--- src/rtl/chain_spi_pkg.sv ---
package chain_spi_pkg;
    localparam int FRAME_BITS = 24;
    localparam int ADDR_BITS  = 8;
    localparam int DATA_BITS  = 16;
    localparam logic [7:0] MODE_REG_ADDR = 8'h02;
    localparam logic [7:0] OUT_REG_ADDR  = 8'h03;
endpackage

--- src/rtl/cs_pin_sampler.sv ---
module cs_pin_sampler (
    input  logic clk,
    input  logic rst_n,
    input  logic sclk,
    input  logic sync_n,
    output logic sclk_fall,
    output logic sclk_rise,
    output logic frame_start,
    output logic frame_end,
    output logic in_frame
);
    typedef struct packed {
        logic sclk;
        logic sync;
    } pin_st_t;

    pin_st_t st_d, st_q;

    always_comb begin
        st_d.sclk = sclk;
        st_d.sync = sync_n;
    end

    always_ff @(posedge clk or negedge rst_n) begin
        if (!rst_n) begin
            st_q.sclk <= 1'b0;
            st_q.sync <= 1'b1;
        end else begin
            st_q <= st_d;
        end
    end

    assign sclk_fall   = st_q.sclk & ~sclk;
    assign sclk_rise   = ~st_q.sclk & sclk;
    assign frame_start = st_q.sync & ~sync_n;
    assign frame_end   = ~st_q.sync & sync_n;
    assign in_frame    = ~sync_n;
endmodule

--- src/rtl/cs_shift_path.sv ---
module cs_shift_path #(
    parameter int FRAME_W = chain_spi_pkg::FRAME_BITS
) (
    input  logic               clk,
    input  logic               rst_n,
    input  logic               active,
    input  logic               in_frame,
    input  logic               sclk_fall,
    input  logic               sclk_rise,
    input  logic               frame_start,
    input  logic               sdin,
    output logic [FRAME_W-1:0] frame,
    output logic               sdo_q,
    output logic               count_zero,
    output logic               seen
);
    localparam int CNT_W = $clog2(FRAME_W);
    localparam logic [CNT_W-1:0] CNT_LAST = CNT_W'(FRAME_W - 1);

    typedef struct packed {
        logic [FRAME_W-1:0] sr;
        logic [CNT_W-1:0]   cnt;
        logic               seen;
        logic               sdo;
    } shift_st_t;

    shift_st_t st_d, st_q;

    always_comb begin
        st_d = st_q;
        if (frame_start) begin
            st_d.cnt  = '0;
            st_d.seen = 1'b0;
        end else if (active && in_frame) begin
            if (sclk_fall) begin
                st_d.sr   = {st_q.sr[FRAME_W-2:0], sdin};
                st_d.cnt  = (st_q.cnt == CNT_LAST) ? '0 : st_q.cnt + 1'b1;
                st_d.seen = 1'b1;
            end
            if (sclk_rise) begin
                st_d.sdo = st_q.sr[FRAME_W-1];
            end
        end
    end

    always_ff @(posedge clk or negedge rst_n) begin
        if (!rst_n) begin
            st_q <= '0;
        end else begin
            st_q <= st_d;
        end
    end

    assign frame      = st_q.sr;
    assign sdo_q      = st_q.sdo;
    assign count_zero = (st_q.cnt == '0);
    assign seen       = st_q.seen;

    // nothing is shifted outside a frame
    a_r2_hold_outside_frame: assert property (@(posedge clk) disable iff (!rst_n)
        !in_frame |=> $stable(st_q.sr));
    // serial output moves only after a rising serial clock
    a_r3_sdo_on_rise: assert property (@(posedge clk) disable iff (!rst_n)
        !$stable(st_q.sdo) |-> $past(sclk_rise));
    // a bypassed port keeps its shift state
    a_r7_bypass_frozen: assert property (@(posedge clk) disable iff (!rst_n)
        (!active && !frame_start) |=> ($stable(st_q.sr) && $stable(st_q.sdo)));
endmodule

--- src/rtl/cs_ctrl_regs.sv ---
module cs_ctrl_regs #(
    parameter int FRAME_W = chain_spi_pkg::FRAME_BITS,
    parameter int ADDR_W  = chain_spi_pkg::ADDR_BITS,
    parameter int DATA_W  = chain_spi_pkg::DATA_BITS,
    parameter logic [ADDR_W-1:0] MODE_ADDR = ADDR_W'(chain_spi_pkg::MODE_REG_ADDR),
    parameter logic [ADDR_W-1:0] OUT_ADDR  = ADDR_W'(chain_spi_pkg::OUT_REG_ADDR)
) (
    input  logic               clk,
    input  logic               rst_n,
    input  logic               frame_start,
    input  logic               frame_end,
    input  logic               count_zero,
    input  logic               seen,
    input  logic [FRAME_W-1:0] frame,
    output logic               bypass,
    output logic               sdo_release,
    output logic               wr_en,
    output logic [ADDR_W-1:0]  wr_addr,
    output logic [DATA_W-1:0]  wr_data,
    output logic               frame_err
);
    typedef struct packed {
        logic              bypass;
        logic              release_sdo;
        logic              wr;
        logic [ADDR_W-1:0] addr;
        logic [DATA_W-1:0] data;
        logic              err;
    } ctrl_st_t;

    ctrl_st_t st_d, st_q;
    logic [ADDR_W-1:0] f_addr;
    logic [DATA_W-1:0] f_data;
    logic              commit;

    assign f_addr = frame[FRAME_W-1 -: ADDR_W];
    assign f_data = frame[DATA_W-1:0];
    assign commit = frame_end && !st_q.bypass && seen;

    always_comb begin
        st_d    = st_q;
        st_d.wr = 1'b0;
        if (frame_start) begin
            st_d.err = 1'b0;
        end
        if (commit) begin
            if (count_zero) begin
                st_d.wr   = 1'b1;
                st_d.addr = f_addr;
                st_d.data = f_data;
                if (f_addr == MODE_ADDR) st_d.bypass      = f_data[0];
                if (f_addr == OUT_ADDR)  st_d.release_sdo = f_data[0];
            end else begin
                st_d.err = 1'b1;
            end
        end
    end

    always_ff @(posedge clk or negedge rst_n) begin
        if (!rst_n) begin
            st_q             <= '0;
            st_q.release_sdo <= 1'b1;
        end else begin
            st_q <= st_d;
        end
    end

    assign bypass      = st_q.bypass;
    assign sdo_release = st_q.release_sdo;
    assign wr_en       = st_q.wr;
    assign wr_addr     = st_q.addr;
    assign wr_data     = st_q.data;
    assign frame_err   = st_q.err;

    // only reset leaves bypass
    a_r7_bypass_sticky: assert property (@(posedge clk) disable iff (!rst_n)
        st_q.bypass |=> st_q.bypass);
    // no write once bypassed
    a_r7_no_write_bypass: assert property (@(posedge clk) disable iff (!rst_n)
        st_q.bypass |=> !st_q.wr);
    // write strobe lasts one cycle
    a_r1_single_pulse: assert property (@(posedge clk) disable iff (!rst_n)
        st_q.wr |=> !st_q.wr);
    // a dropped frame never writes
    a_r4_err_excludes_write: assert property (@(posedge clk) disable iff (!rst_n)
        !(st_q.err && st_q.wr));
endmodule

--- src/rtl/chain_serial_port.sv ---
module chain_serial_port #(
    parameter int FRAME_W = chain_spi_pkg::FRAME_BITS,
    parameter int ADDR_W  = chain_spi_pkg::ADDR_BITS,
    parameter int DATA_W  = chain_spi_pkg::DATA_BITS
) (
    input  logic              clk,
    input  logic              rst_n,
    input  logic              sclk,
    input  logic              sync_n,
    input  logic              sdin,
    output logic              sdo,
    output logic              sdo_oe,
    output logic              wr_en,
    output logic [ADDR_W-1:0] wr_addr,
    output logic [DATA_W-1:0] wr_data,
    output logic              frame_err
);
    logic sclk_fall, sclk_rise, frame_start, frame_end, in_frame;
    logic [FRAME_W-1:0] frame;
    logic sdo_q, count_zero, seen, bypass, sdo_release;

    cs_pin_sampler u_pins (
        .clk(clk), .rst_n(rst_n), .sclk(sclk), .sync_n(sync_n),
        .sclk_fall(sclk_fall), .sclk_rise(sclk_rise),
        .frame_start(frame_start), .frame_end(frame_end), .in_frame(in_frame)
    );

    cs_shift_path #(.FRAME_W(FRAME_W)) u_shift (
        .clk(clk), .rst_n(rst_n), .active(!bypass), .in_frame(in_frame),
        .sclk_fall(sclk_fall), .sclk_rise(sclk_rise), .frame_start(frame_start),
        .sdin(sdin), .frame(frame), .sdo_q(sdo_q),
        .count_zero(count_zero), .seen(seen)
    );

    cs_ctrl_regs #(.FRAME_W(FRAME_W), .ADDR_W(ADDR_W), .DATA_W(DATA_W)) u_ctrl (
        .clk(clk), .rst_n(rst_n), .frame_start(frame_start), .frame_end(frame_end),
        .count_zero(count_zero), .seen(seen), .frame(frame),
        .bypass(bypass), .sdo_release(sdo_release), .wr_en(wr_en),
        .wr_addr(wr_addr), .wr_data(wr_data), .frame_err(frame_err)
    );

    assign sdo    = bypass ? sdin : sdo_q;
    assign sdo_oe = !sdo_release;
endmodule

--- config.mk ---
export PLATFORM = sky130hd
export DESIGN_NAME = chain_serial_port
export DESIGN_NICKNAME = d
export VERILOG_FILES = /design/src/rtl/chain_spi_pkg.sv /design/src/rtl/cs_pin_sampler.sv /design/src/rtl/cs_shift_path.sv /design/src/rtl/cs_ctrl_regs.sv /design/src/rtl/chain_serial_port.sv
export SDC_FILE = /design/constraint.sdc
export NUM_CORES = 1
export LEC_CHECK = 0
export BUFFER_PORTS_ARGS = -buffer_cell sky130_fd_sc_hd__buf_2
export CORE_ASPECT_RATIO = 0.9
export CORE_UTILIZATION = 25
export DETAILED_ROUTE_END_ITERATION = 6
export GPL_TIMING_DRIVEN = 0
export PLACE_DENSITY = 0.46
export REMOVE_ABC_BUFFERS = 1
export SLEW_MARGIN = 15
export SYNTH_ARGS = -nofsm -noshare
export SYNTH_HDL_FRONTEND = slang
export SYNTH_HIERARCHICAL = 1
export SYNTH_SLANG_ARGS = --single-unit
--- constraint.sdc ---
create_clock -name clk -period 4.5 [get_ports clk]
set_clock_uncertainty 0.15 [all_clocks]
set_input_delay 0.45 -clock clk [delete_from_list [all_inputs] [get_ports clk]]
set_output_delay 0.45 -clock clk [all_outputs]
set_load 0.05 [all_outputs]
After elaboration in Yosys (flattened, before gate mapping):

Cells that the tools add are included.

* bits of input ports: 5
* bits in registers: 61

* eq/ne operators: 3
* bitwise gates (word level): 9
* mux-type cells: 10
* reduce and logical (&&, ||, !) cells: 14
* add/subtract/negate cells: 1

Operators by type and width (number)
* 26-bit 2-to-1 mux: 1
* 25-bit 2-to-1 mux: 1
* 8-bit by 2-bit equality test with 1-bit output, second input constant: 2
* 6-bit 2-to-1 mux: 2
* 3-bit AND reduction: 4
* 7-bit 2-to-1 mux: 1
* 5-bit by 1-bit adder with 5-bit output, second input constant: 1
* 5-bit equality test, second input constant: 1
* 5-bit zero test: 1
* 5-bit 2-to-1 mux: 1
* 1-bit NOT: 5
* 1-bit AND: 4
* 1-bit 2-to-1 mux: 4
* 2-bit AND reduction: 2
* 2-bit nonzero test: 2
* 1-bit logical AND: 3
* 1-bit zero test: 2

Logic depth before layout (Yosys ltp):

Gate-level depths: netlist of run 1.

* word-level depth: 5
* mapped depth: 7

By module:

The synthesis of run 1 kept the hierarchy.

Modules (own cells, without submodules)
* cs_shift_path: instances 1, cells an instance 113, area each 1452.6 µm²
* cs_ctrl_regs: instances 1, cells an instance 66, area each 1101.1 µm²
* cs_pin_sampler: instances 1, cells an instance 7, area each 85.1 µm²
* chain_serial_port: instances 1, cells an instance 3, area each 22.5 µm²

Least setup slack after synthesis of run 1:

No wires, ideal clock.

* kind: reg-to-reg
* from: register u_shift/st_q[2] (netlist bit)
* to: register u_ctrl.st_q, in the netlist u_ctrl/sdo_release
* arrival time: 1.906 ns
* setup slack: 2.359 ns
* stages on the path, launching flop included: 7
* library setup time: 0.085 ns
* path through: dfrtp_1 > inv_1 > ha_1 > nor4b_1 > nand4b_4 > nor4_4 > mux2_1

* cells in the longest elaborated chain, start to end: 2

RTL lines
* from (decl): line cs_shift_path.sv:27 `shift_st_t st_d, st_q;`
* from (signal assigned): line cs_shift_path.sv:50 `st_q <= st_d;`
* 5-bit zero test: line cs_shift_path.sv:56 `assign count_zero = (st_q.cnt == '0);`
* net count_zero: line chain_serial_port.sv:20 `logic sdo_q, count_zero, seen, bypass, sdo_release;`
* 3-bit AND reduction (no source line)
* to (signal assigned): line cs_ctrl_regs.sv:64 `st_q <= st_d;`
* to (decl): line cs_ctrl_regs.sv:31 `ctrl_st_t st_d, st_q;`

The timed path passes the listed nets, and every way through them passes these cells.
A chain may end at the register's enable or synchronous reset.

Worst setup path in the final report of run 1:

Ends and elaborated chain as after synthesis.

==> impl.org, run 1 <==
** Synthesis
- Number of enable-type register cells in the synthesized netlist :: 0
- Fraction of registers with async set/reset :: 100%
- Number of flip-flops and latches in the synthesized netlist :: 61
- YS warnings :: 6
- Cell area after synthesis :: ~0.0027 sq mm
- Averaged over all synthesized cells, the footprint is between 10 and 15 sq um.
- Counting every instance in the synthesized netlist gives around 190.
- Sequential fraction of the synthesis area :: between 50 and 60%
- The number of different library cells used by synthesis comes to 34.
- Of all cell types, the one taking the most synthesized area is sky130_fd_sc_hd__dfrtp_1.
- The most used flip-flop cell after synthesis is sky130_fd_sc_hd__dfrtp_1.
- Synth top area share :: 55.5%
- Biggest area contributors in the synthesized netlist :: sky130_fd_sc_hd__dfrtp_1, sky130_fd_sc_hd__mux2_2, sky130_fd_sc_hd__buf_4

** Worst setup path
- Data arrival time of the worst path :: between 2000 and 3000 ps
- The critical path is of the reg2reg type.
- Endpoint required time on the critical path :: 4590 ps
- Worst Setup End Kind :: flip-flop
- Along the worst path, the maximum fanout reaches 26.
- Worst setup SP type :: flip-flop

** Finish
- The repair_antennas step left the layout with diodes totalling 0.
- Commonest cells after routing, fill and taps aside :: sky130_fd_sc_hd__dfrtp_1, sky130_fd_sc_hd__mux2_2, sky130_fd_sc_hd__buf_2
- Relative to the synthesized area, the layout overhead comes to 16.3%.
- Fill cells in the final layout number 1046.
- Cell area after layout :: 0.00310 sq mm
- Final-stage net count :: approximately 210
- Leaving out fill and tap cells, the most frequent cell in the layout is sky130_fd_sc_hd__dfrtp_1.
- Fraction of layout cells with a size suffix above 1 :: 50.2%
- In the final layout, flip-flops and latches occupy around 0.0015 sq mm.
- In the final layout, the multi-input gates occupy approximately 900 sq um.

** Clocking
- TritonCTS built the clock tree.
- The root buffer cell chosen for the clock tree is sky130_fd_sc_hd__clkbuf_16.
- Post-CTS setup buffer count :: 0
- Buffers inserted during clock tree synthesis total 9.
- In this run the deepest clock path goes through 2 buffers.
- The later pin in the worst-skew pair is clocked with a latency of about 320 ps.
- Counting every sink on the clock net gives between 60 and 70.
- The number of gates resized after CTS was 0.
- After clock tree synthesis, the clock-pin slew on the worst setup and hold paths is approximately 50 ps.
- The clock tree synthesis step divided the H-tree into 3 levels.

** GRT
- Entering global routing, the biggest net connects 32 pins.
- Initial antenna violation count :: 0
- Global routing finished with a remaining overflow of 0.
- The number of global-route vias before repair came to around 1500.
- The first global-routing pass estimated between 8000 and 9000 microns of wire.
- Global routing consumed, over all layers together, a little under a tenth of the routing resources.

** Timing
- Hold WS :: 108 ps
- Highest clock frequency the design can meet :: ~350 MHz
- Counting I/O delays and the setup requirement, the final critical path takes roughly 2800 ps.
- Adding up every negative setup slack in the final design gives 0 ps.
- In this run the tightest slew margin relative to its limit is between 40 and 50%.
- The count of endpoints failing hold in the final timing report was 0.
- Setup repair after global routing missed its margin :: no
- For the pin with the worst max-slew slack, the measured transition is ~760 ps.
- Final setup violation count :: 0
- Final Slew Violations :: 0
- In the finished design, the share of the clock period the worst path needs comes to roughly 63%.

** Die
- Horiz. Die Dim :: 111 microns
- Core Footprint :: between 0.01 and 0.015 sq mm
- Initial Utilization :: around a quarter
- The die covers between 0.01 and 0.015 sq mm.
- In this run the count of I/O pins placed on the die edge is 33.
- The floorplan has 35 rows.
- Measured along the y axis, the die boundary spans roughly 100 microns.

** Placement
- In this run the tool buffered the top-level ports with 32 buffer cells.
- At the end of routability-driven placement, the weighted congestion stood at 0.638.
- Once placement finished, the instance area stood at around 0.0028 sq mm.
- Detailed Place HPWL :: around 3000 microns

** Routing
- DRC violation count after routing :: 0
- Wires add up to approximately 4600 microns.
- The detail route stage leaves a number of antenna-violating nets equal to 0.
- In the final routed layout, each cell accounts on average for 13.4 microns.
- Dividing the detail-routed via count by the number of cells gives 4.16.
- Initial drt markers :: 58
- The routed layout has 1414 vias.
- First drt pass iteration count :: 4

** Power and ir drop
- Peak supply drop :: ~0.26 mV
- Power spread over the standard cell area amounts to 492 mW/mm^2.
- In this run the static leakage power is between 1.5 and 2 nW.

** Min path
- Type of the most critical hold path :: in2reg

** Run
- Across the run, the number of max-cap violations was 0.

** Run status
- Status :: completed
-- timing repair --
action | CTS | global route
endpoints found under the setup margin | 0 | 0
hold endpoints to repair | 29 | 0
hold buffers | 1 | 0
-- cell type report --
class	instances	share of cell area (%)
inverter	7	0.849
multi-input combinational	93	28.9
clock buffer	10	7.40
clock inverter	6	2.06
sequential	61	49.4
tap	129	5.21
timing repair buffer	34	6.22
-- where the power goes --
| group | internal, mW | total (mW) | switching, mW |
|---|---|---|---|
| combinational | 0.0714 | 0.217 | 0.145 |
| clock | 0.427 | 0.664 | 0.237 |
| sequential | 0.606 | 0.642 | 0.0364 |
| total | 1.10 | 1.52 | 0.419 |
-- routing by layer --
layer | track usage, % | wire length, microns
met1 | 12.1 | 2170
met3 | 4.47 | 299
met4 | 3.69 | 63
met2 | 13.9 | 2040
met5 | 0 | 0
-- cells by family after synthesis --
family,count (synthesis),share of synthesized area [%]
AOI/OAI and AO/OA,8,1.69
xor gates and xnor gates,1,0.329
adders and majority gates,2,0.940
buffers and inverters,35,8.98
DFF,61,57.5
muxes,51,21.7
and+or+nand+nor,31,8.89
-- state kept, by name (all words and copies together), names as in the netlist --
| name | count |
|---|---|
| u_shift/frame | 24 |
| u_ctrl/wr_data | 16 |
| u_ctrl/wr_addr | 8 |
| u_shift/st_q | 5 |
| u_pins/st_q | 2 |
| u_ctrl/bypass | 1 |
| u_ctrl/frame_err | 1 |
| u_ctrl/sdo_release | 1 |
| u_ctrl/wr_en | 1 |
| u_shift/sdo_q | 1 |
| u_shift/seen | 1 |
-- per-stage QoR --
stage               util [%]  cells  total power [mW]  setup slack (ps)
global route            30.1    340              1.60              1440
global placement        26.9    322             0.865              1710
floorplan                  -    161             0.804              2110
CTS                     30.1    340              1.55              1580
finish                  30.1    340              1.52              1660
detailed placement      27.1    323             0.870              1640
-- synthesized netlist by cell type (all sizes together), types with 4 or more instances --
| cell | number |
|---|---|
| dfrtp | 59 |
| mux2 | 51 |
| buf | 28 |
| inv | 7 |
| nand2 | 5 |
| a21oi | 4 |
| nand3 | 4 |
| nor2 | 4 |
-- worst max-delay path, stage by stage (launching register included) --
cell and delay, ps:
sky130_fd_sc_hd__dfrtp_1 400, sky130_fd_sc_hd__inv_1 90, sky130_fd_sc_hd__ha_1 130, sky130_fd_sc_hd__nor4b_1 620, sky130_fd_sc_hd__nand4b_4 580, sky130_fd_sc_hd__nor4_4 420
sky130_fd_sc_hd__mux2_1 350
-- path summary, 6_finish.rpt --
| check | from | to | slack, ps | cells after the start |
|---|---|---|---|---|
| max in group asynchronous | rst_n | u_pins/st_q[0]$_DFF_PN1_ | 3160 | 3 |
| min in group asynchronous | rst_n | u_shift/frame[5]$_DFFE_PN0P_ | 460 | 2 |
| min | sclk | u_pins/st_q[1]$_DFF_PN0_ | 110 | 1 |
| min reg2reg | u_ctrl/wr_data[15]$_DFFE_PN0P_ | u_ctrl/wr_data[15]$_DFFE_PN0P_ | 340 | 1 |
| max | u_shift/st_q[2]$_DFFE_PN0P_ | u_ctrl/sdo_release$_DFFE_PN1P_ | 1660 | 6 |
| max reg2reg | u_shift/st_q[2]$_DFFE_PN0P_ | u_ctrl/sdo_release$_DFFE_PN1P_ | 1660 | 6 |
(Power assumes the default switching activity.)
==> run 2, diff against run 1 <==
Clock period 4.5 ns to 2.7 ns, I/O delays scaled along.
==> impl.org, run 2 (synthesis results as in run 1) <==
** Run status
- Status :: completed

** Finish
- The final layout contains about 220 nets.
- The number of antenna diodes in the final layout is 0.
- The post-route netlist has slightly above 50% of its cells at a drive strength greater than 1.
- Counting the fill cells in the layout gives roughly 1000.
- The library cell used most frequently in the layout, excluding fill and tap cells, is sky130_fd_sc_hd__dfrtp_1.
- Compared with the post-synthesis result, the final layout area differs by 18.2%.
- For this run, the share of the core covered by cells in the final layout is ~31%.
- Cell area after layout :: roughly 0.0031 sq mm
- In the layout the commonest cells are sky130_fd_sc_hd__dfrtp_1, sky130_fd_sc_hd__mux2_2, sky130_fd_sc_hd__buf_2.
- Flip-flop count of the largest register after layout :: 24

** Worst setup path
- At the worst endpoint, the arrival time is between 2000 and 3000 ps.
- The most critical setup path has its endpoint at u_shift/frame[2]$_DFFE_PN0P_.
- The worst register-to-register path has a depth of 4.
- RR Startpoint :: u_pins/st_q[0]$_DFF_PN1_
- Worst setup path category :: in2reg
- In this run the worst setup path begins at sync_n.
- The worst setup path is launched from a primary input.
- STA classifies the critical path endpoint as a flip-flop.
- Reg-to-reg endpoint :: u_shift/frame[2]$_DFFE_PN0P_
- The worst register-to-register path has a setup slack of ~320 ps.
- In this run the worst path has a maximum fanout of 24.
- Endpoint required time on the critical path :: between 2000 and 3000 ps

** Timing
- Slew margin rel. :: about 62%
- At the pin with the least slew margin, the transition time is 567 ps.
- Highest clock frequency the design can meet :: roughly 400 MHz
- Setup total negative slack on the finished layout was measured at 0 ps.
- Fin. Hold Viols :: 0
- Final Critical Period :: between 2000 and 2500 ps
- The max-slew violation total from the final report is 0.
- Setup repair after global routing missed its margin :: no
- In the finished design, the share of the clock period the worst path needs comes to between 90% and 100%.
- Setup violations remaining at the end of the flow were counted as 0.
- Setup slack closes at 223 ps.

** Placement
- Buffers placed on the I/O ports in this run total 32.
- Detailed Place HPWL :: 2960 microns
- OpenSTA, run right after detailed placement, puts the worst setup slack at -156 ps.
- RePlAce Congestion :: 0.638
- Area post-placement :: around 0.0028 sq mm

** Routing
- First drt pass iteration count :: 4
- After detailed routing, the number of vias per cell comes to roughly 4.2.
- After detailed routing, the total wire length is approximately 5000 microns.
- Via count :: 1441
- WL/cell :: about 14 microns
- The detail route stage leaves a number of antenna-violating nets equal to 0.
- After the first detailed-routing iteration, the DRC count stood at 51.
- DRC violation count after routing :: 0

** Die
- Core Footprint :: a little over 0.01 sq mm
- The die covers roughly 0.011 sq mm.
- The floorplan step set the die width to roughly 110 microns.
- After floorplanning, the core was divided into 35 placement rows.
- Initial Utilization :: between 20 and 30%
- The die is 99.9 microns tall.
- Pin placement for this block handled 33 I/O pins.

** GRT
- Global router's overall resource usage :: between 10% and 20%
- The number of global-route vias before repair was ~1500.
- The initial antenna violation count was 0.
- Maximum number of pins on one net before global-route repair :: 32
- Wire length of the first global-routing pass :: around 8500 microns
- Global routing finished with a remaining overflow of 0.

** Clocking
- Clock sink count :: between 60 and 70
- CTS H-tree depth :: 3
- After clock tree synthesis, the clock-pin slew on the worst setup and hold paths is about 50 ps.
- The longest clock path from root to sink contains 2 buffers.
- Total clock buffers created by CTS :: 9
- Buffers added to address setup during post-CTS repair amount to 0.
- TritonCTS built the clock tree.
- Clock tree synthesis selected as its root buffer the cell sky130_fd_sc_hd__clkbuf_16.
- At the later pin of the worst-skew pair, clock insertion delay measures ~320 ps.

** Power and ir drop
- Leakage :: about 1.6 nW
- Dividing total power by cell area gives a power density of 812 mW/mm^2.
- The worst-case IR drop observed on VDD is between 0.4 and 0.5 mV.

** Min path
- Type of the most critical hold path :: in2reg

** Run
- Number of max-capacitance violations reported :: 0
## run 2: changes by cell type in the layout (fill, tap and decap cells not counted)
cell	previous run	this run
sky130_fd_sc_hd__nand4b_2	0	1
sky130_fd_sc_hd__dlygate4sd3_1	1	3
sky130_fd_sc_hd__nor4b_1	1	0
sky130_fd_sc_hd__nor4b_4	0	1
## run 2: worst min-delay path by stage
stage	startpoint	to	slack (ps)	cells past startpoint
floorplan	rst_n	u_ctrl/bypass$_DFFE_PN0P_	-180	0
global placement	sclk	u_pins/st_q[1]$_DFF_PN0_	250	1
detailed placement	rst_n	u_ctrl/wr_data[5]$_DFFE_PN0P_	90	1
CTS	sdin	u_shift/frame[0]$_DFFE_PN0P_	70	2
global route	sdin	u_shift/frame[0]$_DFFE_PN0P_	90	2
finish	sdin	u_shift/frame[0]$_DFFE_PN0P_	100	2
## run 2: worst max-delay path, stage by stage
cell and delay (ps):
sky130_fd_sc_hd__dlygate4sd3_1 530, sky130_fd_sc_hd__buf_2 150, sky130_fd_sc_hd__nor2b_1 450, sky130_fd_sc_hd__and3b_2 290, sky130_fd_sc_hd__nand2_2 430, sky130_fd_sc_hd__mux2_2 400
## run 2: cell type report
class / count / area [sq um] / area share (%)
Clock buffer: 10 / 229 / 7.28
Tap cell: 129 / 161 / 5.13
Clock inverter: 6 / 63.8 / 2.03
Timing Repair Buffer: 36 / 213 / 6.76
Inverter: 7 / 26.3 / 0.835
Sequential cell: 61 / 1530 / 48.6
Multi-Input combinational cell: 94 / 923 / 29.4
## run 2: metrics by stage
stage | cells | power (mW) | hold WS [ps]
finish | 343 | 2.55 | 95.6
global route | 343 | 2.67 | 87.0
CTS | 343 | 2.60 | 72.1
detailed placement | 323 | 1.45 | 89.6
global placement | 322 | 1.44 | 252
floorplan | 161 | 1.34 | -176
## run 2: what timing repair did
item,4_1_cts,5_1_grt
gates resized for setup,1,1
hold endpoints to repair,31,0
hold buffers,3,0
setup endpoints to repair,1,1
gates cloned,1,0
pin swaps,1,0
## run 2: per-layer routing
layer | wire (microns) | GRT usage (%)
met5 | 0 | 0
met4 | 53 | 3.69
met3 | 313 | 4.65
met2 | 2140 | 14.8
met1 | 2390 | 13.0
## run 2: where the power goes
group	switching [mW]	internal, mW	total (mW)
registers	0.0629	1.01	1.07
clock network	0.398	0.712	1.11
logic	0.248	0.125	0.372
total	0.708	1.85	2.55
==> run 3, diff against run 2 <==
Settings changed: BUFFER_PORTS_ARGS -buffer_cell sky130_fd_sc_hd__buf_2 to -buffer_cell sky130_fd_sc_hd__clkbuf_2.
Clock period 2.7 ns to 2.4 ns, I/O delays scaled along.
==> impl.org, run 3 (synthesis results as in run 1) <==
** Run status
- Status :: completed

** Min path
- Capture endpoint of the worst hold path :: u_shift/frame[0]$_DFFE_PN0P_
- Start point of the worst min-delay path :: sdin
- Number of cells on the worst hold path :: 2
- The path class of the tightest hold or removal check is in2reg.

** Finish
- Commonest cells after routing, fill and taps aside :: sky130_fd_sc_hd__dfrtp_1, sky130_fd_sc_hd__mux2_2, sky130_fd_sc_hd__clkbuf_2
- The register with the most flip-flops in the layout has 24 of them.
- Compared with the post-synthesis result, the final layout area differs by 20.5%.
- 0 antenna diodes ended up in the layout.
- The post-route netlist has just over 50% of its cells at a drive strength greater than 1.
- Final-stage net count :: 219
- Summing all non-filler instances in the final layout gives an area of about 0.0032 sq mm.
- Leaving out fill and tap cells, the most frequent cell in the layout is sky130_fd_sc_hd__dfrtp_1.

** GRT
- After global routing the overflow that remains totals 0.
- The initial antenna violation count was 0.
- Wire length of the first global-routing pass :: 8090 microns
- Maximum number of pins on one net before global-route repair :: 32
- Global router's overall resource usage :: under 10%
- The number of global-route vias before repair came to 1500.

** Timing
- Of the available clock period, the critical path in the final layout requires a little over 90%.
- Setup TNS :: 0 ps
- Final setup violation count :: 0
- Highest clock frequency the design can meet :: between 400 and 500 MHz
- At the pin with the least slew margin, the transition time is roughly 570 ps.
- The max-slew violation total from the final report was 0.
- Setup repair after global routing missed its margin :: no
- Fin. Hold Viols :: 0
- Slew margin rel. :: 62.2%
- Final Critical Period :: 2230 ps

** Placement
- Detailed Place HPWL :: 2940 microns
- RePlAce Congestion :: between 0.6 and 0.7
- The placed instances occupy a cell area of ~0.0028 sq mm.
- During placement, the flow inserted port buffers numbering 32.

** Clocking
- No sink is reached through more buffers than the 2 on the longest clock path.
- Clock edge transition at the registers on the reported setup and hold paths :: about 50 ps
- The tree built by TritonCTS fans out to between 60 and 70 sinks.
- Buffers inserted during clock tree synthesis total 9.
- TritonCTS built the clock tree.
- Insertion delay to the later sink of the worst-skew pair :: approximately 320 ps
- CTS placed an instance of sky130_fd_sc_hd__clkbuf_16 at the clock tree root.
- The clock tree synthesis step divided the H-tree into 3 levels.

** Worst setup path
- Worst Setup End Kind :: flip-flop
- Highest net fanout along the worst path :: 4
- Reg-to-reg endpoint :: u_ctrl/sdo_release$_DFFE_PN1P_
- The worst register-to-register path has a setup slack of 170 ps.
- The critical path goes through inv_1 -> ha_1 -> nor4b_4 -> nand4b_4 -> nor4_4 -> mux2_1.
- Depth of the worst register-to-register path :: 6
- The critical path is of the reg2reg type.
- Max stage delay on crit path :: about 460 ps
- RR Startpoint :: u_shift/st_q[2]$_DFFE_PN0P_
- Data arrives at the worst endpoint at between 2000 and 2500 ps.
- Worst setup SP type :: flip-flop
- Endpoint required time on the critical path :: between 2000 and 2500 ps
- The slowest stage of the critical path belongs to the cell sky130_fd_sc_hd__nor4b_4.

** Die
- For this configuration, the core starts out at a cell density of between 20 and 30%.
- In this run the core area contains 35 standard-cell rows.
- Horiz. Die Dim :: 111 microns
- I/O Pins :: 33
- The die covers about 0.011 sq mm.
- Core Footprint :: between 0.01 and 0.015 sq mm
- The die is around 100 microns tall.

** Power and ir drop
- Peak supply drop :: roughly 0.47 mV
- Summed over all cells, the static leakage comes to ~1.6 nW.
- Power per cell area :: approximately 930 mW/mm^2

** Routing
- Dividing the detail-routed wire length by the instance count gives around 14 microns.
- Via count :: approximately 1500
- Post-detailed-routing wire length :: 4980 microns
- Remaining antenna violation count after routing :: 0
- First drt pass iteration count :: 4
- In this run, the number of DRC markers left after iteration 0 of detailed routing was 33.
- In the routed design, unresolved DRC markers number 0.
- In the routed layout, each cell is associated on average with a via count of around 4.2.

** Run
- The tool flagged a number of max-cap violations equal to 0.
[run 3: cell count changes in the layout (fill, tap and decap cells not counted), sizes merged]
cell and change:
clkinvlp +1, clkbuf +32, bufinv +1, buf -29, clkinv -2
[run 3: what timing repair did]
action	4_1_cts	5_1_grt
setup buffers	0	3
setup endpoints to repair	50	37
cloned	1	0
pin swaps	1	1
endpoints found under the hold margin	31	0
hold buffers	3	0
gates resized for setup	3	2
[run 3: report_power, final]
group / total [mW] / internal [mW] / switching [mW] / leakage (nW)
combinational: 0.426 / 0.142 / 0.284 / 0.627
clock: 1.36 / 0.906 / 0.451 / 0.145
sequential: 1.21 / 1.14 / 0.0744 / 0.825
total: 2.99 / 2.18 / 0.810 / 1.60
[run 3: final cells by class]
cell class,count,area (sq um)
clock buffers,10,229
clock inverters,6,87.6
fillers,1040,7080
inverters,7,26.3
multi-input cells,94,940
flip-flops and latches,61,1530
well taps,129,161
repair buffers,39,235
[run 3: critical path, delay by kind of cell, from the launching register on]
family / cells / cell delay [ps]
buf+inv: 1 / 90
fa+ha+maj: 1 / 160
flops: 1 / 410
mux: 1 / 350
simple gates: 3 / 970
[run 3: through the flow]
stage	instances	hold slack [ps]	total power, mW	worst slack, ps	util [%]
after global routing	346	58.1	3.12	101	31.2
final	346	54.1	2.99	174	31.2
after CTS	343	40.2	3.03	3.65	30.8
after global placement	322	224	1.62	-388	26.9
after detailed placement	323	93.3	1.63	-460	27.1
after floorplan	161	-206	1.51	8.99	-
[run 3: worst max path at each step]
stage	slack, ps	endpoint	from
2_1_floorplan	9	u_ctrl/sdo_release$_DFFE_PN1P_	u_shift/st_q[2]$_DFFE_PN0P_
3_3_place_gp	-390	u_ctrl/sdo_release$_DFFE_PN1P_	u_shift/st_q[2]$_DFFE_PN0P_
3_5_place_dp	-460	u_ctrl/sdo_release$_DFFE_PN1P_	u_shift/st_q[2]$_DFFE_PN0P_
4_1_cts	4	u_ctrl/sdo_release$_DFFE_PN1P_	u_shift/st_q[2]$_DFFE_PN0P_
5_1_grt	100	u_ctrl/sdo_release$_DFFE_PN1P_	u_shift/st_q[2]$_DFFE_PN0P_
6_report	170	u_ctrl/sdo_release$_DFFE_PN1P_	u_shift/st_q[2]$_DFFE_PN0P_
[run 3: layer usage]
metal	GRT usage (%)	vias up	share of wire (%)
met2	13.2	31	42
met5	0	-	0
met4	5.23	0	1.7
met1	13.1	738	51
li1	-	685	-
met3	3.86	7	5.2
